--- src/rtl/vcr_pkg.sv ---
package vcr_pkg;
    localparam int FIELDS        = 64;
    localparam int FLD_W         = $clog2(FIELDS);
    localparam int COND_W        = 4;
    localparam int BATCH_FIELDS  = 8;
    localparam int BATCH_BITS    = BATCH_FIELDS * COND_W;
    localparam int BATCHES       = FIELDS / BATCH_FIELDS;
    localparam int BATCH_W       = $clog2(BATCHES);
    localparam int SLOT_W        = $clog2(BATCH_FIELDS);
    localparam int INT_VEC_BASE  = 8;
    localparam int FP_VEC_BASE   = 32;
    localparam int INT_SCALAR_FLD = 0;
    localparam int FP_SCALAR_FLD  = 1;

    typedef struct packed {
        logic neg;
        logic pos;
        logic zero;
        logic ovf;
    } cond_t;

    typedef struct packed {
        logic [FLD_W-1:0] addr;
        cond_t            cond;
    } fld_wr_t;

    function automatic cond_t classify(input logic sign_bit, input logic is_zero,
                                       input logic ovf_in);
        cond_t c;
        c.neg  = sign_bit;
        c.zero = is_zero;
        c.pos  = !sign_bit && !is_zero;
        c.ovf  = ovf_in;
        return c;
    endfunction
endpackage

--- src/rtl/vcr_cond_gen.sv ---
module vcr_cond_gen
    import vcr_pkg::*;
#(
    parameter int DATA_W = 32
) (
    input  logic signed [DATA_W-1:0] result,
    input  logic                     ovf_in,
    output cond_t                    cond
);
    always_comb begin
        cond = classify(result[DATA_W-1], (result == '0), ovf_in);
    end
endmodule

--- src/rtl/vcr_field_map.sv ---
module vcr_field_map
    import vcr_pkg::*;
(
    input  logic [FLD_W-1:0] idx,
    input  logic             is_fp,
    input  logic             scalar,
    output logic [FLD_W-1:0] addr
);
    logic [FLD_W-1:0] vec_base;

    always_comb begin
        vec_base = is_fp ? FLD_W'(FP_VEC_BASE) : FLD_W'(INT_VEC_BASE);
        if (scalar)
            addr = is_fp ? FLD_W'(FP_SCALAR_FLD) : FLD_W'(INT_SCALAR_FLD);
        else
            addr = vec_base + idx;
    end
endmodule

--- src/rtl/vcr_field_file.sv ---
module vcr_field_file
    import vcr_pkg::*;
(
    input  logic                  clk,
    input  logic                  rst,
    input  logic                  wr_en,
    input  fld_wr_t               wr,
    input  logic [BATCH_W-1:0]    rd_sel,
    output logic [BATCH_BITS-1:0] rd_data
);
    logic [COND_W-1:0] fld_q [FIELDS];

    always_ff @(posedge clk) begin
        if (rst) begin
            for (int i = 0; i < FIELDS; i++) fld_q[i] <= '0;
        end else if (wr_en) begin
            fld_q[wr.addr] <= wr.cond;
        end
    end

    for (genvar s = 0; s < BATCH_FIELDS; s++) begin : g_slot
        logic [FLD_W-1:0] slot_addr;
        assign slot_addr = {rd_sel, SLOT_W'(s)};
        assign rd_data[BATCH_BITS-1-s*COND_W -: COND_W] = fld_q[slot_addr];
    end
endmodule

--- src/rtl/vcr_writer.sv ---
module vcr_writer
    import vcr_pkg::*;
#(
    parameter int DATA_W = 32
) (
    input  logic                     clk,
    input  logic                     rst,
    input  logic                     in_valid,
    output logic                     in_ready,
    input  logic signed [DATA_W-1:0] elem_result,
    input  logic [5:0]               elem_idx,
    input  logic [6:0]               vec_len,
    input  logic                     is_fp,
    input  logic                     dst_scalar,
    input  logic                     ovf_sticky,
    input  logic [2:0]               rd_sel,
    output logic [31:0]              rd_data,
    output logic                     done
);
    logic    accept;
    logic    last_elem;
    cond_t   wr_cond;
    logic [FLD_W-1:0] wr_addr;
    fld_wr_t wr_pkt;
    logic    done_q;

    assign in_ready  = !rst;
    assign accept    = in_valid && in_ready;
    assign last_elem = ({1'b0, elem_idx} == (vec_len - 7'd1));

    vcr_cond_gen #(.DATA_W(DATA_W)) cond_i (
        .result (elem_result),
        .ovf_in (ovf_sticky),
        .cond   (wr_cond)
    );

    vcr_field_map map_i (
        .idx    (elem_idx),
        .is_fp  (is_fp),
        .scalar (dst_scalar),
        .addr   (wr_addr)
    );

    assign wr_pkt.addr = wr_addr;
    assign wr_pkt.cond = wr_cond;

    vcr_field_file file_i (
        .clk     (clk),
        .rst     (rst),
        .wr_en   (accept),
        .wr      (wr_pkt),
        .rd_sel  (rd_sel),
        .rd_data (rd_data)
    );

    always_ff @(posedge clk) begin
        if (rst) done_q <= 1'b0;
        else     done_q <= accept && last_elem;
    end

    assign done = done_q;
endmodule

--- config.mk ---
export PLATFORM = sky130hd
export DESIGN_NAME = vcr_writer
export DESIGN_NICKNAME = d
export VERILOG_FILES = /design/src/rtl/vcr_pkg.sv /design/src/rtl/vcr_cond_gen.sv /design/src/rtl/vcr_field_map.sv /design/src/rtl/vcr_field_file.sv /design/src/rtl/vcr_writer.sv
export SDC_FILE = /design/constraint.sdc
export NUM_CORES = 1
export LEC_CHECK = 0
export BUFFER_PORTS_ARGS = -buffer_cell sky130_fd_sc_hd__clkbuf_2
export CORE_ASPECT_RATIO = 2
export CORE_UTILIZATION = 55
export CTS_CLUSTER_SIZE = 20
export DETAILED_ROUTE_END_ITERATION = 12
export PLACE_DENSITY = 0.88
export SLEW_MARGIN = 20
export SYNTH_ARGS = -nofsm -noshare
export SYNTH_HDL_FRONTEND = slang
export SYNTH_HIERARCHICAL = 1
export SYNTH_SLANG_ARGS = --single-unit
--- constraint.sdc ---
create_clock -name clk -period 2.6 [get_ports clk]
set_input_delay 0.52 -clock clk [delete_from_list [all_inputs] [get_ports clk]]
set_output_delay 0.52 -clock clk [all_outputs]
set_load 0.05 [all_outputs]
==> flow_metrics.py, run 1 <==
metrics = {
    "finish": {
        "fin_nets": 1137,
        "multi_input_area_sq_um": 4680,
        "stdcell_area_sq_um": 15500,
        "fillCellCount": 1403,
        "ff_latch_area_sq_um": 7710,
        "num_antenna_cells": 0,
        "syn2layout_area_growth_pct": 21.2,
        "drive_gt1_share_pct": 42.3,
    },
    "job": {
        "maxCapViolCount": 0,
    },
    "clock_tree": {
        "h-tree-depth": 1,
        "tritoncts": "built",
        "clk_path_buf_depth": 3,
        "root_buffer": "clkbuf_16",
        "numCtsBuffers": 21,
        "cts.sinks": 257,
        "postCtsSetupBuffers": 0,
        "clkTransAtPathRegs_ns": 0.07,
    },
    "placement": {
        "post_dp_cell_area_sq_um": 14900,
        "io_buffers": 87,
        "gp_congestion": 0.930,
        "dp_hpwl_mm": 28.5,
    },
    "floorplanning": {
        "die_h_um": 218,
        "design.core.area_sq_um": 22700,
        "initial_core_util_pct": 56.3,
        "row_count": 78,
        "boundaryPins": 88,
        "die_x_um": 110,
        "die_area_sq_um": 23900,
    },
    "sta": {
        "rsz0062_at_grt": "no",
        "hold_violations": 0,
        "holdWs_ns": 0.304,
        "worst_pin_slew_ns": 0.788,
        "fmax_ghz": 0.388,
        "maxSlewViolCount": 0,
        "period_share_pct": 99.2,
        "slew_headroom_pct": 47.0,
        "period_minus_slack_ns": 2.58,
        "setup_viol": 0,
    },
    "critical_path": {
        "path_buf_inv": 3,
        "crit_type": "primary input to output port",
        "start_kind": "primary input",
        "critPathTopFamily": "multiplexers",
        "slowest_delay_ns": 0.59,
        "critPathArrivalTime_ns": 2.06,
        "cp_slowest_cell": "mux4_2",
        "cp.required_ns": 2.08,
        "cp_max_fo": 22,
        "cp_cell_sequence": "buf_4 -> buf_12 -> mux4_2 -> mux2_2 -> clkbuf_2",
        "crit_cells": 5,
        "cp-end-kind": "output port",
    },
    "yosys": {
        "seq_area_frac_synth_pct": 60.2,
        "synth_xor_area_share_pct": 0.655,
        "synthFlopType": "edfxtp_1",
        "ys_types": 41,
        "synth-edff-count": 256,
        "synth_mux_area_share_pct": 14.2,
        "synth_compound_area_share_pct": 4.02,
        "synth-simple-area-share_pct": 15.3,
        "ys_ff_latch": 257,
        "synth_warnings": 6,
        "synthArstFlopShare_pct": 0,
        "synth_fa_ha_area_share_pct": 0.293,
        "synth.cell_area_sq_um": 12800,
        "syn_avg_cell_area_sq_um": 14.0,
        "synth_top_family_by_area": "simple AND/OR/NAND/NOR gates",
        "syn-num-nets": 969,
        "syn-instance-count": 912,
    },
    "status": {
        "status": "completed",
    },
    "global_route": {
        "grt_first_pass_wirelength_mm": 59.7,
        "grt_pass1_vias": 9636,
        "grt_max_degree": 49,
        "grt_usage_pct": 35.7,
        "overflow": 0,
        "antenna_found_initial": 0,
    },
    "route": {
        "wirelength_mm": 40.6,
        "drc": 0,
        "num_vias": 9702,
        "first_pass_iters": 8,
        "antenna_left": 0,
        "viasPerCell": 7.06,
        "avgRoutedWirePerCell_um": 29.5,
        "detail_route.iter0.violations": 1380,
    },
    "power_and_ir_drop": {
        "total_power_uw": 9350,
        "irDropWorstVdd_uv": 513,
        "power.leakage_uw": 0.00500,
        "power_density_nw_per_um2": 602,
    },
    "worst_hold_path": {
        "holdCritPathClass": "primary input to register",
        "min_path_cells": 3,
    },
}
-- sequential cells by signal (all words and copies together), names as in the netlist --
name	count
file_i/fld_q	256
done	1
-- metrics by stage --
step / setup TNS [ns] / instances / setup WS, ns / utilization, %
floorplan: -4.95 / 912 / -0.155 / -
global placement: -24.39 / 1337 / -0.288 / 65.5
detailed placement: -36.00 / 1337 / -0.413 / 65.5
CTS: 0 / 1374 / 0.00246 / 68.2
global route: 0 / 1374 / 0.0109 / 68.2
finish: 0 / 1374 / 0.0211 / 68.2
-- cells in the mapped netlist, types with 2 or more instances --
| cell | number | area [sq um] |
|---|---|---|
| edfxtp_1 | 256 | 7690 |
| buf_4 | 10 | 75.1 |
| a21oi_1 | 2 | 10.0 |
| nand2_1 | 2 | 7.51 |
| nand2b_1 | 5 | 31.3 |
| ha_1 | 3 | 37.5 |
| or3b_1 | 2 | 17.5 |
| inv_1 | 8 | 30.0 |
| clkbuf_1 | 61 | 229 |
| o21ai_0 | 8 | 40.0 |
| buf_2 | 28 | 140 |
| nand4b_1 | 12 | 105 |
| buf_1 | 22 | 82.6 |
| or4b_2 | 4 | 40.0 |
| xnor2_1 | 4 | 35.0 |
| nor2_1 | 4 | 15.0 |
| nor3_1 | 210 | 1050 |
| nor2b_1 | 5 | 31.3 |
| xor2_1 | 3 | 26.3 |
| nand4bb_1 | 10 | 113 |
| nand3b_1 | 8 | 60.1 |
| nor4_1 | 51 | 319 |
| nor3_2 | 4 | 40.0 |
| or3_1 | 2 | 12.5 |
| nand3_1 | 3 | 15.0 |
| o31ai_1 | 56 | 420 |
| buf_6 | 11 | 124 |
| mux2_2 | 33 | 372 |
| mux4_2 | 64 | 1440 |
| nand4_1 | 7 | 43.8 |
| or3b_2 | 4 | 35.0 |
-- cell usage in the layout (no fill, tap or decap), types with 10 or more instances in the layout --
cell	n
mux2_2	33
nand4bb_1	10
o31ai_2	24
o31ai_1	24
nor4_1	51
nor3_1	210
buf_4	172
mux4_2	64
buf_12	18
nand4b_1	12
clkbuf_16	21
clkbuf_2	85
edfxtp_1	256
-- area by class of cell --
| type | count | area share [%] |
|---|---|---|
| Multi-Input combinational cell | 513 | 30.2 |
| Tap cell | 280 | 2.26 |
| Clock inverter | 13 | 0.508 |
| Clock buffer | 24 | 3.46 |
| Timing Repair Buffer | 278 | 13.7 |
| Inverter | 9 | 0.266 |
| Sequential cell | 257 | 49.7 |
-- power by group --
group	switching (uW)	internal, uW
combinational	951	579
sequential	86.5	4750
clock	1470	1510
total	2510	6840
-- cell families (layout without fill, tap and decap cells) --
family                     count (synthesis)  count (layout)
and+or+nand+nor                          335             335
xor gates and xnor gates                   8               8
AOI/OAI and AO/OA                         70              70
muxes                                     97              97
buffers and inverters                    142             324
adders and majority gates                  3               3
DFF                                      257             257
-- path summary, 6_finish.rpt --
path       start    endpoint  slack [ns]
max    rd_sel[0]  rd_data[8]        0.02
min   vec_len[6]        done        0.30
-- metal layers --
metal	track usage, %	routed length (um)
met3	7.17	4270
met4	29.2	4200
met2	59.3	20600
met5	1.12	0
met1	38.3	11500
-- what timing repair did --
item,4_1_cts,5_1_grt
hold buffers,0,0
endpoints found under the setup margin,0,4
resized for setup,0,3
No activity file was read; power rests on OpenSTA's default activity.
==> run 2, diff against run 1 <==
Settings changed: PLACE_DENSITY 0.88 to 0.89, SYNTH_HIERARCHICAL 1 to not set.
==> run 2 against run 1 <==
Net effect:
- wire length is 34% lower
- first-iteration DRC count is 60% lower
- hold slack better by 0.044 ns
- synthesized cell count is 2.5% lower
- area after synthesis is 5.1% lower
- clock-buffer cell count is 4 lower
- sequential power hardly changed
- non-clock buffer count is 146 lower
- clock power is 13% higher
- fmax is 1.1% higher
- via count is 22% lower
- critical path depth stayed put
- highest routed layer unchanged
==> flow_metrics.py, run 2 <==
metrics = {
    "status": {
        "status": "completed",
    },
    "sta": {
        "fmax_ghz": 0.392,
        "rsz0062_at_grt": "no",
        "setup_viol": 0,
        "maxSlewViolCount": 0,
        "hold_violations": 0,
        "worst_pin_slew_ns": 0.970,
        "period_minus_slack_ns": 2.55,
        "slew_headroom_pct": 35.0,
        "period_share_pct": 98.1,
    },
    "yosys": {
        "yosysMostFrequentCell": "edfxtp_1",
        "synth.cell_area_sq_um": 12100,
        "synth_warnings": 0,
        "synth_xor_area_share_pct": 0.896,
        "synth_common_cells": "edfxtp_1, nor2_1, nand2_1",
        "synthArstFlopShare_pct": 0,
        "syn-num-nets": 946,
        "synth_largest_area_cell": "edfxtp_1",
        "synth_mux_area_share_pct": 15.0,
        "syn_avg_cell_area_sq_um": 13.7,
        "ys_top_cells_by_area": "edfxtp_1, mux4_2, nor2_1, nand2_1, and3_1",
        "synth_top_family_by_area": "simple AND/OR/NAND/NOR gates",
        "synthFlopType": "edfxtp_1",
        "ys_ff_latch": 257,
        "syn-instance-count": 889,
        "synth_compound_area_share_pct": 0.433,
        "seq_area_frac_synth_pct": 63.4,
        "ys_types": 43,
        "synth.top_cell.area_share_pct": 63.3,
        "synth-edff-count": 256,
        "synth_fa_ha_area_share_pct": 0.309,
        "synth-simple-area-share_pct": 16.4,
    },
    "critical_path": {
        "cp.required_ns": 2.08,
        "cp_max_fo": 13,
        "critPathArrivalTime_ns": 2.03,
        "start_kind": "primary input",
        "cp-end-kind": "output port",
        "crit_type": "primary input to output port",
    },
    "floorplanning": {
        "initial_core_util_pct": 56.3,
        "design.core.area_sq_um": 21600,
        "die_h_um": 212,
        "boundaryPins": 88,
        "row_count": 76,
        "die_area_sq_um": 22700,
        "die_x_um": 107,
    },
    "finish": {
        "stdcell_count": 1248,
        "largest-register": "file_i.fld_q",
        "drive_gt1_share_pct": 28.5,
        "fin_nets": 1020,
        "largest_reg_flops": 256,
        "ff_latch_area_sq_um": 7710,
        "multi_input_area_sq_um": 4020,
        "syn2layout_area_growth_pct": 13.6,
        "final_common_cell": "edfxtp_1",
        "mostFrequentLayoutCells": "edfxtp_1, nor2_1, nand2_1",
        "stdcell_area_sq_um": 13800,
        "num_antenna_cells": 0,
        "fillCellCount": 1445,
    },
    "route": {
        "wirelength_mm": 26.9,
        "antenna_left": 0,
        "viasPerCell": 6.04,
        "avgRoutedWirePerCell_um": 21.6,
        "num_vias": 7543,
        "detail_route.iter0.violations": 547,
        "drc": 0,
        "first_pass_iters": 5,
    },
    "job": {
        "maxCapViolCount": 0,
    },
    "global_route": {
        "grt_first_pass_wirelength_mm": 40.5,
        "antenna_found_initial": 0,
        "overflow": 0,
        "grt_pass1_vias": 7630,
        "grt_max_degree": 66,
        "grt_usage_pct": 24.3,
    },
    "placement": {
        "post_dp_cell_area_sq_um": 13100,
        "post-place-cells": 1215,
        "dp_hpwl_mm": 17.6,
        "io_buffers": 87,
        "gp_congestion": 0.837,
    },
    "power_and_ir_drop": {
        "irDropWorstVdd_uv": 501,
        "power_density_nw_per_um2": 674,
        "power.leakage_uw": 0.00525,
        "total_power_uw": 9310,
    },
    "clock_tree": {
        "tritoncts": "built",
        "clkTransAtPathRegs_ns": 0.07,
        "postCtsSetupBuffers": 0,
        "cts_hold_buf": 0,
        "root_buffer": "clkbuf_16",
        "h-tree-depth": 1,
        "numCtsBuffers": 19,
        "clk_path_buf_depth": 3,
        "cts.sinks": 257,
    },
    "worst_hold_path": {
        "min_path_cells": 4,
        "holdCritPathClass": "primary input to register",
    },
}
-- run 2: routing by layer --
layer / track usage [%] / vias to the layer above / wire length (um)
li1: - / 3389 / -
met1: 25.7 / 3649 / 8320
met2: 46.9 / 422 / 15600
met3: 2.58 / 83 / 1840
met4: 11.9 / 0 / 1230
met5: 0 / - / 0
-- run 2: cell families (layout without fill, tap and decap cells) --
| group | count (synthesis) | in the layout |
|---|---|---|
| compound gates | 7 | 7 |
| simple gates | 431 | 431 |
| flops | 257 | 257 |
| buf+inv | 84 | 170 |
| fa+ha+maj | 3 | 3 |
| mux | 98 | 98 |
| xor+xnor | 9 | 9 |
-- run 2: report_power, final --
group	switching, uW	internal, uW	total, uW	leakage, uW
Sequential	74.0	4760	4830	0.00244
Combinational	692	403	1090	0.00246
Clock	1340	2040	3380	0.000349
-- run 2: repair_timing --
item,in CTS,in global routing
gates cloned,0,0
pin swaps,0,0
gates resized for setup,1,1
setup endpoints to repair,6,1
-- run 2: final cells by class --
class,count,area share [%]
Clock buffer,20,3.47
Clock inverter,13,1.74
Inverter,5,0.136
Multi-Input combinational cell,548,29.1
Sequential cell,257,55.8
Tap cell,273,2.47
Timing Repair Buffer,132,7.19
-- run 2: final timing paths --
kind	end	slack [ns]	startpoint
min	done	0.35	vec_len[5]
max	rd_data[20]	0.05	rd_sel[0]
-- run 2: critical path, stage by stage --
cell	delay, ns
buf_6	0.19
buf_12	0.19
mux4_2	0.56
mux2_2	0.33
buf_2	0.23
-- run 2: metrics by stage --
| step | setup WS (ns) | util, % | TNS, ns | hold WS (ns) |
|---|---|---|---|---|
| global placement | 0.0112 | 60.6 | 0 | 0.863 |
| CTS | 0.0125 | 63.9 | 0 | 0.338 |
| detailed placement | -0.0509 | 60.6 | -0.360 | 0.870 |
| floorplan | 0.137 | - | 0 | 0.712 |
| finish | 0.0500 | 63.9 | 0 | 0.347 |
| global route | 0.0164 | 63.9 | 0 | 0.416 |
==> run 3, diff against run 2 <==
Settings changed: GPL_TIMING_DRIVEN set to 0, SLEW_MARGIN 20 to not set.
==> run 3 against run 2 <==
Net effect:
- fmax shrank 1.7%
- clock power decreased by 3%
- total power decreased by 0.35%
- clock-buffer cell count rose by 3
- sequential share of layout area is 0.46 points higher
- combinational power is 7% higher
==> flow_metrics.py, run 3 (same netlist as run 2, synthesis figures left out) <==
metrics = {
    "status": {
        "status": "completed",
    },
    "route": {
        "avgRoutedWirePerCell_um": 28.3,
        "viasPerCell": 6.69,
        "antenna_left": 0,
        "num_vias": 8577,
        "first_pass_iters": 7,
        "drc": 0,
        "detail_route.iter0.violations": 960,
        "wirelength_mm": 36.2,
    },
    "power_and_ir_drop": {
        "power.leakage_uw": 0.00520,
        "total_power_uw": 9280,
        "power_density_nw_per_um2": 678,
        "irDropWorstVdd_uv": 401,
    },
    "finish": {
        "multi_input_area_sq_um": 4020,
        "num_antenna_cells": 0,
        "mostFrequentLayoutCells": "edfxtp_1, nor2_1, nand2_1",
        "fin_nets": 1052,
        "largest-register": "file_i.fld_q",
        "fillCellCount": 1439,
        "final_core_util_pct": 63.4,
        "syn2layout_area_growth_pct": 12.7,
        "ff_latch_area_sq_um": 7710,
        "stdcell_area_sq_um": 13700,
        "drive_gt1_share_pct": 26.8,
        "final_common_cell": "edfxtp_1",
        "stdcell_count": 1282,
        "largest_reg_flops": 256,
    },
    "worst_hold_path": {
        "holdCritPathClass": "primary input to register",
        "hold_start": "vec_len[5]",
    },
    "placement": {
        "gp_congestion": 0.988,
        "post_dp_cell_area_sq_um": 12900,
        "post-place-cells": 1245,
        "dp_hpwl_mm": 24.6,
        "io_buffers": 83,
    },
    "global_route": {
        "met1_usage_pct": 33.2,
        "busiest_layer": "met2",
        "grt_pass1_vias": 8889,
        "overflow": 0,
        "met2_usage_pct": 58.2,
        "grt_usage_pct": 33.3,
        "grt_max_degree": 18,
        "antenna_found_initial": 1,
        "grt_first_pass_wirelength_mm": 52.4,
        "met3_usage_pct": 7.76,
    },
    "critical_path": {
        "cp_slowest_cell": "mux4_2",
        "cp_common_cell": "clkbuf_2",
        "cp_max_fo": 10,
        "crit_cells": 5,
        "slowest_delay_ns": 0.37,
        "cp-endpoint": "rd_data[20]",
        "crit_type": "primary input to output port",
        "crit_start": "rd_sel[1]",
        "cp_cell_sequence": "clkbuf_2 -> buf_4 -> mux4_2 -> mux2_2 -> clkbuf_2",
        "path_buf_inv": 3,
        "cp.required_ns": 2.08,
        "critPathTopFamily": "buffers and inverters",
        "start_kind": "primary input",
        "critPathArrivalTime_ns": 2.07,
        "cp-end-kind": "output port",
    },
    "floorplanning": {
        "die_x_um": 107,
        "boundaryPins": 88,
        "row_count": 76,
        "design.core.area_sq_um": 21600,
        "initial_core_util_pct": 56.3,
        "die_h_um": 212,
        "die_area_sq_um": 22700,
    },
    "sta": {
        "rsz0062_at_grt": "no",
        "fmax_ghz": 0.385,
        "hold_violations": 0,
        "period_share_pct": 99.8,
        "worst_pin_slew_ns": 1.02,
        "slew_headroom_pct": 31.8,
        "maxSlewViolCount": 0,
        "setup_viol": 0,
        "period_minus_slack_ns": 2.59,
    },
    "clock_tree": {
        "cts.sinks": 257,
        "numCtsBuffers": 21,
        "clk_path_buf_depth": 3,
        "h-tree-depth": 1,
        "cts_hold_buf": 0,
        "postCtsSetupBuffers": 0,
        "tritoncts": "built",
        "root_buffer": "clkbuf_16",
        "clkTransAtPathRegs_ns": 0.06,
    },
    "job": {
        "maxCapViolCount": 0,
    },
}
-- run 3: changes by cell type in the layout (fill, tap and decap cells not counted), sizes merged --
cell / before / now
buf: 47 / 44
bufinv: 7 / 3
clkbuf: 105 / 141
clkinv: 5 / 7
clkinvlp: 1 / 4
-- run 3: repair_timing --
| item | in CTS | in global routing |
|---|---|---|
| pin swaps | 0 | 1 |
| setup endpoints to repair | 60 | 17 |
| gates resized for setup | 35 | 12 |
-- run 3: per-layer routing --
layer | wire [um] | up-vias
li1 | - | 3460
met1 | 9910 | 4109
met2 | 18800 | 791
met3 | 4230 | 217
met4 | 3280 | 0
met5 | 0 | -
-- run 3: layout make-up --
type	instances	share of cell area, %
Clock inverter	14	1.08
Multi-Input combinational cell	548	29.4
Sequential cell	257	56.3
Inverter	5	0.137
Buffer	79	3.64
Clock buffer	23	3.89
Tap cell	273	2.50
Timing Repair Buffer	83	3.08
-- run 3: where the power goes --
group | internal, uW | leakage (uW) | switching, uW | total [uW]
Sequential | 4760 | 0.00244 | 77.4 | 4840
Combinational | 384 | 0.00244 | 786 | 1170
Clock | 1780 | 0.000317 | 1480 | 3270
Total | 6930 | 0.00520 | 2350 | 9280
-- run 3: worst min-delay path by stage --
stage | end | slack (ns) | cells after the start
5_1_grt | done | 0.35 | 4
6_report | done | 0.32 | 4
4_1_cts | done | 0.34 | 4
3_5_place_dp | done | 0.87 | 4
3_3_place_gp | done | 0.86 | 4
2_1_floorplan | done | 0.71 | 3
-- run 3: per-stage QoR --
stage | worst slack [ns] | hold slack (ns) | setup TNS, ns
6_report | 0.00592 | 0.317 | 0
2_1_floorplan | 0.137 | 0.712 | 0
5_1_grt | 0.00519 | 0.355 | 0
3_3_place_gp | -0.528 | 0.864 | -69.07
3_5_place_dp | -0.592 | 0.868 | -83.51
4_1_cts | -0.00928 | 0.335 | -0.00978
